--- config.mk ---
export PLATFORM = sky130hd
export DESIGN_NAME = edge_level_trigger
export DESIGN_NICKNAME = d
export VERILOG_FILES = /design/src/rtl/elt_pkg.sv /design/src/rtl/elt_match.sv /design/src/rtl/elt_window.sv /design/src/rtl/edge_level_trigger.sv
export SDC_FILE = /design/constraint.sdc
export NUM_CORES = 1
export LEC_CHECK = 0
export ABC_AREA = 1
export CORE_MARGIN = 2
export CORE_UTILIZATION = 32
export DETAILED_ROUTE_END_ITERATION = 10
export DONT_BUFFER_PORTS = 1
export GPL_TIMING_DRIVEN = 0
export PLACE_DENSITY = 0.52
export SYNTH_ARGS = -nofsm -noshare
export SYNTH_HDL_FRONTEND = slang
export SYNTH_HIERARCHICAL = 1
export SYNTH_SLANG_ARGS = --single-unit
--- constraint.sdc ---
create_clock -name clk -period 3.3 [get_ports clk]
set_clock_uncertainty 0.15 [all_clocks]
set_input_delay 0.33 -clock clk [delete_from_list [all_inputs] [get_ports clk]]
set_output_delay 0.33 -clock clk [all_outputs]
set_load 0.02 [all_outputs]
--- src/rtl/elt_pkg.sv ---
package elt_pkg;
  localparam int FAST_CH_W = 3;  // fast edge channel field width

  typedef struct packed {
    logic                 falling;
    logic [FAST_CH_W-1:0] ch;
  } fast_sel_t;
endpackage

--- src/rtl/elt_match.sv ---
module elt_match
  import elt_pkg::*;
#(
  parameter int NCH = 16
) (
  input  logic [NCH-1:0] cur,
  input  logic [NCH-1:0] prv,
  input  logic [NCH-1:0] lvl_mask,
  input  logic [NCH-1:0] lvl_value,
  input  logic [NCH-1:0] rise_mask,
  input  logic [NCH-1:0] fall_mask,
  input  logic           fast_en,
  input  fast_sel_t      fast_sel,
  output logic           hit
);
  logic lvl_ok, rise_ok, fall_ok, slow_hit;
  logic fcur, fprv, fast_hit;

  // an empty mask reduces each term to a trivial truth
  always_comb begin
    lvl_ok   = ((cur & lvl_mask) == lvl_value);
    rise_ok  = ((prv & rise_mask) == '0) && ((cur & rise_mask) == rise_mask);
    fall_ok  = ((prv & fall_mask) == fall_mask) && ((cur & fall_mask) == '0);
    slow_hit = lvl_ok && rise_ok && fall_ok;
  end

  // single armed edge on one low channel
  always_comb begin
    fcur     = cur[fast_sel.ch];
    fprv     = prv[fast_sel.ch];
    fast_hit = fast_sel.falling ? (fprv && !fcur) : (!fprv && fcur);
    hit      = fast_en ? fast_hit : slow_hit;
  end
endmodule

--- src/rtl/elt_window.sv ---
module elt_window #(
  parameter int WIN = 8
) (
  input  logic             clk,
  input  logic             rst_n,
  input  logic             smp_valid,
  input  logic             coarse_hit,
  input  logic             hit,
  output logic             done,
  output logic             found,
  output logic [$clog2(WIN)-1:0] idx
);
  localparam int IDX_W = $clog2(WIN);
  localparam logic [IDX_W-1:0] LAST = IDX_W'(WIN - 1);

  logic             active_q, active_d;
  logic [IDX_W-1:0] cnt_q, cnt_d;
  logic [IDX_W-1:0] idx_q, idx_d;
  logic             done_q, done_d;
  logic             found_q, found_d;
  logic             open_w, step_w;

  always_comb begin
    active_d = active_q;
    cnt_d    = cnt_q;
    idx_d    = idx_q;
    done_d   = 1'b0;
    found_d  = 1'b0;
    open_w   = smp_valid && !active_q && coarse_hit;  // ignored while open
    step_w   = smp_valid && active_q;
    if (open_w) begin
      if (hit) begin                                 // match at offset 0
        done_d  = 1'b1;
        found_d = 1'b1;
        idx_d   = '0;
      end else begin
        active_d = 1'b1;
        cnt_d    = IDX_W'(1);
      end
    end else if (step_w) begin
      if (hit || (cnt_q == LAST)) begin
        done_d   = 1'b1;
        found_d  = hit;
        idx_d    = hit ? cnt_q : '0;                 // miss reports 0
        active_d = 1'b0;
      end else begin
        cnt_d = cnt_q + IDX_W'(1);
      end
    end
  end

  always_ff @(posedge clk or negedge rst_n) begin
    if (!rst_n) begin
      active_q <= 1'b0;
      cnt_q    <= '0;
      idx_q    <= '0;
      done_q   <= 1'b0;
      found_q  <= 1'b0;
    end else begin
      done_q  <= done_d;   // one-clock pulse
      found_q <= found_d;
      if (smp_valid) begin
        active_q <= active_d;
        cnt_q    <= cnt_d;
        idx_q    <= idx_d;
      end
    end
  end

  assign done  = done_q;
  assign found = found_q;
  assign idx   = idx_q;

  AST_MISS_IDX_ZERO: assert property (@(posedge clk) disable iff (!rst_n)
    (done_q && !found_q) |-> (idx_q == '0));
  AST_DONE_CLOSES: assert property (@(posedge clk) disable iff (!rst_n)
    done_q |-> !active_q);
  AST_DONE_AFTER_VALID: assert property (@(posedge clk) disable iff (!rst_n)
    done_q |-> $past(smp_valid));
endmodule

--- src/rtl/edge_level_trigger.sv ---
module edge_level_trigger
  import elt_pkg::*;
#(
  parameter int NCH = 16,
  parameter int WIN = 8
) (
  input  logic                   clk,
  input  logic                   rst_n,
  input  logic                   smp_valid,
  input  logic [NCH-1:0]         smp_data,
  input  logic [NCH-1:0]         cfg_lvl_mask,
  input  logic [NCH-1:0]         cfg_lvl_value,
  input  logic [NCH-1:0]         cfg_rise_mask,
  input  logic [NCH-1:0]         cfg_fall_mask,
  input  logic                   cfg_fast,
  input  logic [FAST_CH_W:0]     cfg_fast_sel,
  input  logic                   coarse_hit,
  output logic                   trig_out,
  output logic                   win_done,
  output logic                   win_found,
  output logic [$clog2(WIN)-1:0] win_idx
);
  logic [NCH-1:0] prev_q, prev_d;
  logic           trig_q, trig_d;
  logic           hit;

  elt_match #(.NCH(NCH)) u_match (
    .cur       (smp_data),
    .prv       (prev_q),
    .lvl_mask  (cfg_lvl_mask),
    .lvl_value (cfg_lvl_value),
    .rise_mask (cfg_rise_mask),
    .fall_mask (cfg_fall_mask),
    .fast_en   (cfg_fast),
    .fast_sel  (fast_sel_t'(cfg_fast_sel)),
    .hit       (hit)
  );

  elt_window #(.WIN(WIN)) u_window (
    .clk        (clk),
    .rst_n      (rst_n),
    .smp_valid  (smp_valid),
    .coarse_hit (coarse_hit),
    .hit        (hit),
    .done       (win_done),
    .found      (win_found),
    .idx        (win_idx)
  );

  // previous sample loads on valid samples only, zero after reset
  always_comb begin
    prev_d = smp_valid ? smp_data : prev_q;
    trig_d = smp_valid && hit;
  end

  always_ff @(posedge clk or negedge rst_n) begin
    if (!rst_n) begin
      prev_q <= '0;
      trig_q <= 1'b0;
    end else begin
      trig_q <= trig_d;
      if (smp_valid) prev_q <= prev_d;
    end
  end

  assign trig_out = trig_q;

  AST_TRIG_AFTER_VALID: assert property (@(posedge clk) disable iff (!rst_n)
    trig_q |-> $past(smp_valid));
  AST_FOUND_WITH_TRIG: assert property (@(posedge clk) disable iff (!rst_n)
    (win_done && win_found) |-> trig_q);
  AST_PREV_HOLDS: assert property (@(posedge clk) disable iff (!rst_n)
    !$past(smp_valid) |-> $stable(prev_q));
endmodule

# --- Word-level counts from Yosys, hierarchy flattened ---
# Cells that the tools add are included.
op_classes:
  add_sub_neg: 1
  n_lt_le_gt_ge: 1
  eq_ne: 7
  mux: 26
  bitwise: 5
  n_reduce_logical: 21
ops:
  columns: ["op", "n"]
  rows:
  - ["bitwise AND 16 bit", 5]
  - ["== test 16 bit", 3]
  - ["logical NOT 16 bit", 2]
  - ["2-to-1 mux 3 bit", 9]
  - ["2-to-1 mux 1 bit", 15]
  - ["AND reduction 4 bit", 3]
  - ["logical AND 1 bit", 10]
  - ["binary-select mux 1 bit (select 3 bit)", 2]
  - ["less-than comparator 3 x 5 -> 1 bit (second input constant)", 1]
  - ["inequality test 2 bit (second input constant)", 2]
  - ["nonzero test 2 bit", 2]
  - ["adder 3 x 1 -> 3 bit (second input constant)", 1]
  - ["== test 3 bit (second input constant)", 1]
  - ["logical NOT 1 bit", 3]
  - ["inequality test 2 x 1 -> 1 bit (second input constant)", 1]
  - ["logical OR 1 bit", 1]
word_totals:
  reg_bits: 26
  inputBits: 89
  output_inout_bits: 6

# --- Logic depth before layout (Yosys ltp) ---
logic_depth:
  word_depth: 10
  depth_mapped: 18
  mapped_depth_nobuf: 18

# --- Hierarchy ---
# Netlist, hierarchy kept.
by_module_without_submodules:
  columns: ["mod", "instances", "cells_each", "area_per_inst_um2", "seq_area_each_um2"]
  rows:
  - ["elt_match", 1, 259, 1073.5, 0.0]
  - ["edge_level_trigger", 1, 71, 676.9, 425.4]
  - ["elt_window", 1, 59, 479.2, 225.2]

# --- Worst setup path before layout ---
# No wires, ideal clock.
synth_timing:
  path_kind: "flip-flop to flip-flop"
  from: "register prev_q[10]"
  to: "register u_window.idx_q[0], in the netlist u_window/idx[0]"
  setup_ns: 0.117
  arrival_ns: 1.558
  t_required_ns: 3.033
  slack_ns: 1.475
  path_stages_with_launch: 17
  path_buffers: 0
  synth_period_minus_slack_ns: 1.825
  path_cell_list: "dfrtp_1 -> nand2_1 -> nand2_1 -> nor2_1 -> nand3b_1 -> nor2_1 -> nand2_1 -> nor2_1 -> nand2_1 -> nand2_1 -> inv_2 -> nand2_2 -> nand3_1 -> nand2_4 -> inv_2 -> nand2_1 -> nand2_1"
synth_between:
  elab_chain_len: 10
synth_rtl:
  columns: ["item", "line", "source"]
  rows:
  - ["start, declared", "edge_level_trigger.sv:23", "logic [NCH-1:0] prev_q, prev_d;"]
  - ["start signal, assigned", "edge_level_trigger.sv:62", "if (smp_valid) prev_q <= prev_d;"]
  - ["bitwise AND 16 bit", "elt_match.sv:22", "rise_ok = ((prv & rise_mask) == '0) && ((cur & rise_mask) == rise_mask);"]
  - ["logical NOT 16 bit", "elt_match.sv:22", null]
  - ["logical AND 1 bit", "elt_match.sv:22", null]
  - ["logical AND 1 bit", "elt_match.sv:24", "slow_hit = lvl_ok && rise_ok && fall_ok;"]
  - ["logical AND 1 bit *", "elt_match.sv:24", null]
  - ["2-to-1 mux 1 bit *", "elt_match.sv:32", "hit = fast_en ? fast_hit : slow_hit;"]
  - ["via hit", "edge_level_trigger.sv:25", "logic hit;"]
  - ["2-to-1 mux 3 bit", "elt_window.sv:44", "idx_d = hit ? cnt_q : '0;"]
  - ["2-to-1 mux 3 bit", "elt_window.sv:41", "if (hit || (cnt_q == LAST)) begin"]
  - ["2-to-1 mux 3 bit", "elt_window.sv:40", "end else if (step_w) begin"]
  - ["2-to-1 mux 3 bit", "elt_window.sv:31", "if (open_w) begin"]
  - ["end signal, assigned", "elt_window.sv:65", "idx_q <= idx_d;"]
  - ["end, declared", "elt_window.sv:18", "logic [IDX_W-1:0] idx_q, idx_d;"]
# Mark *: on every way through the listed nets, which the timed path passes. The rest lies on a longest branch. The select of a mux whose other input is x is not followed.
# A chain may end at the register's enable or synchronous reset.

# --- Worst setup path after layout ---
layout_timing:
  from: "register prev_q[6]"
  to: "register u_window.idx_q[0], in the netlist u_window/idx[0]"
layout_between:
  elab_chain_len: 10
layout_rtl:
  columns: ["item", "line"]
  rows:
  - ["binary-select mux 1 bit (select 3 bit) or bitwise AND 16 bit (tied branches)", "elt_match.sv:30, elt_match.sv:22"]
  - ["2-to-1 mux 1 bit (implied by the code) or logical NOT 16 bit (tied branches)", "elt_match.sv:30, elt_match.sv:22"]
  - ["logical NOT 1 bit or logical AND 1 bit (tied branches)", "elt_match.sv:31, elt_match.sv:22"]
  - ["logical AND 1 bit (on tied branches)", "elt_match.sv:31, elt_match.sv:24"]
  - ["2-to-1 mux 1 bit or logical AND 1 bit (tied branches)", "elt_match.sv:31, elt_match.sv:24"]
  - ["2-to-1 mux 1 bit *", "elt_match.sv:32"]
  - ["via hit", "edge_level_trigger.sv:25"]
  - ["2-to-1 mux 3 bit", "elt_window.sv:44"]
  - ["2-to-1 mux 3 bit", "elt_window.sv:41"]
  - ["2-to-1 mux 3 bit", "elt_window.sv:40"]
  - ["2-to-1 mux 3 bit", "elt_window.sv:31"]
# Marks and branches as above.

==> impl_metrics.tcl <==
set metrics [dict create \
    status "complete, no violations" \
    cts.sinks 26 \
    synth-warning-count 6 \
    synthToLayoutAreaGrowth_pct 9.48 \
    detail_route.wl_per_cell_um 13.7 \
    end_kind "register" \
    power_uw 960 \
    finalWirelength_um 6540 \
    min_period_ns 2.18 \
    tns_ns 0 \
    cts_root_buf "clkbuf_8" \
    worst_pin_slew_ns 0.302 \
    clk_latency_ns 0.28 \
    cts_setup_buffers 0 \
    synth_area_per_cell_um2 5.73 \
    ios 95 \
    instances_no_fill 476 \
    hp-start "smp_data[12]" \
    dr.pass1.iters 4 \
    clkSlewWorstSetupHoldPaths_ns 0.10 \
    initial_utilization 0.330 \
    remaining_drc_errors 0 \
    slew_viol_final 0 \
    postCtsHoldBufs 3 \
    hold_class "in -> reg" \
    ys_top_cells_by_area "nand2_1 33%, dfrtp_1 29%, inv_1 9.3%" \
    htree_levels 1 \
    die-area_um2 7650 \
    grt_pass1_vias 2086 \
    cellLeakagePower_nw 1.43 \
    synth.distinct_cells 23 \
    cp.arrival_ns 2.21 \
    period_share 0.662 \
    rows 30 \
    syn_inst 389 \
    port-buffer-count 0 \
    crit_fanout 6 \
    ant_nets 0 \
    r2r_setup_slack_ns 1.12 \
    synth_fp_nets 480 \
    ys_ff_latch 26 \
    yosysTopAreaCellShare 0.332 \
    cp-startpoint "prev_q[6]" \
    seq_area_frac_synth 0.292 \
    relSlewSlack 0.798 \
    core-area_um2 6760 \
    max-vdd-ir-drop_mv 0.263 \
    numCtsBuffers 3 \
    grt_usage 0.171 \
    hold_viol_final 0 \
    diodes 0 \
    gp_congestion 0.860 \
    max-cap-violations 0 \
    setup.worst_path.start_class "register" \
    die_h_um 87.5 \
    post_cts_resized 0 \
    antenna_found_initial 0 \
    synth_top_area_cell "nand2_1" \
    num_vias 2216 \
    overflow 0 \
    powerDensity_nw_per_um2 393 \
    dp.cells 469 \
    reg2reg_from "prev_q[6]" \
    path_class "reg -> reg" \
    rsz0062_at_grt "false" \
    nNetsFinal 488 \
    setup_viol 0 \
    critical_path_required_ns 3.33 \
    cts_tree "yes" \
    cts_buffer_depth 2 \
    drt_iter0_drc 112 \
    die_w_um 87.5 \
    whs_path_depth 2 \
    fmax_mhz 458 \
    grt_pass1_wl_um 9960 \
    grt_max_degree 27 \
    synthesis.area_um2 2230 \
    post_drt_via_cell_ratio 4.66 \
    dp_hpwl_um 5330 \
    drive_gt1_frac 0.0631 \
    reg2reg_depth 16 \
]
==> worst max-delay path: stages, from the launching register on <==
cell	delay, ns
dfrtp_1	0.42
nand2_1	0.08
nand3_1	0.09
nor2_1	0.15
nand2_1	0.07
nor2_1	0.11
nand2_1	0.06
nor2_1	0.10
nand2_1	0.05
nand2_1	0.24
inv_2	0.10
nand2_2	0.09
nand3_1	0.13
nand2_4	0.11
inv_2	0.04
nand2_1	0.05
nand2_1	0.05
==> Yosys cell counts, drive strengths merged <==
| cell type | number |
|---|---|
| a31oi | 2 |
| nand3 | 31 |
| xor2 | 3 |
| nor2 | 32 |
| o21ai | 10 |
| nand3b | 2 |
| nand2 | 207 |
| buf | 4 |
| dfrtp | 26 |
| nor3b | 1 |
| inv | 58 |
| ha | 2 |
| a21oi | 6 |
| o211ai | 4 |
| nand4 | 1 |
==> final timing paths <==
kind | end
setup / recovery | u_window/idx[0]
hold / removal | prev_q[12]
setup reg to reg | u_window/idx[0]
hold reg to reg | prev_q[4]
max in group asynchronous | prev_q[2]
min in group asynchronous | u_window/idx[2]
==> stage by stage <==
step	setup WS [ns]	util	cell area (µm²)	hold slack (ns)
floorplan	1.48	-	2230	-0.116
global placement	1.10	0.345	2330	-0.115
detailed placement	1.10	0.345	2330	-0.115
CTS	1.08	0.361	2440	0.00110
global route	0.900	0.361	2440	0.00135
finish	1.12	0.361	2440	0.0128
==> metal layers <==
layer / routed length [µm] / track usage / share of wire
met4: 62 / 0.0420 / 0.0095
met2: 2880 / 0.268 / 0.44
met5: 0 / 0 / 0
met3: 592 / 0.0531 / 0.091
met1: 3010 / 0.228 / 0.46
==> layout by cell type (no fill, tap or decap), types with 2 or more instances in the layout <==
| master | n |
|---|---|
| inv_2 | 2 |
| dlygate4sd3_1 | 2 |
| inv_1 | 55 |
| nand2_1 | 197 |
| clkbuf_8 | 3 |
| nand2_2 | 9 |
| o211ai_1 | 4 |
| xor2_1 | 3 |
| nand3b_1 | 2 |
| ha_1 | 2 |
| nand3_1 | 31 |
| nor2_1 | 31 |
| buf_6 | 3 |
| o21ai_0 | 9 |
| buf_12 | 2 |
| a21oi_1 | 6 |
| dfrtp_1 | 26 |
==> registers in the layout, summed over array words and instances (netlist names) <==
signal	cells
u_window/idx	3
trig_out	1
u_window/cnt_q	3
u_window/active_q	1
u_window/found	1
u_window/done	1
prev_q	16
==> layout make-up <==
| type | instances | area (µm²) |
|---|---|---|
| buffer | 4 | 53.8 |
| clock buffer | 3 | 41.3 |
| clock inverter | 1 | 30.0 |
| fill | 749 | 4320 |
| inverter | 58 | 223 |
| multi-input combinational | 301 | 1300 |
| sequential | 26 | 651 |
| tap | 80 | 100 |
| timing repair buffer | 3 | 40.0 |
==> kinds of logic (layout without fill, tap and decap cells) <==
logic type	Yosys count	after routing	share of synthesized area
compound gates	22	22	0.0595
xor+xnor	3	3	0.0118
fa+ha+maj	2	2	0.0112
buf+inv	62	69	0.124
flops	26	26	0.292
simple gates	274	274	0.502
==> report_power, final <==
part	internal [mW]	switching (mW)	total [mW]	leakage [nW]
sequential	0.367	0.0564	0.423	0.325
clock	0.163	0.112	0.274	0.0357
combinational	0.108	0.155	0.263	1.07
total	0.637	0.323	0.960	1.43
No activity file was read; power rests on OpenSTA's default activity.
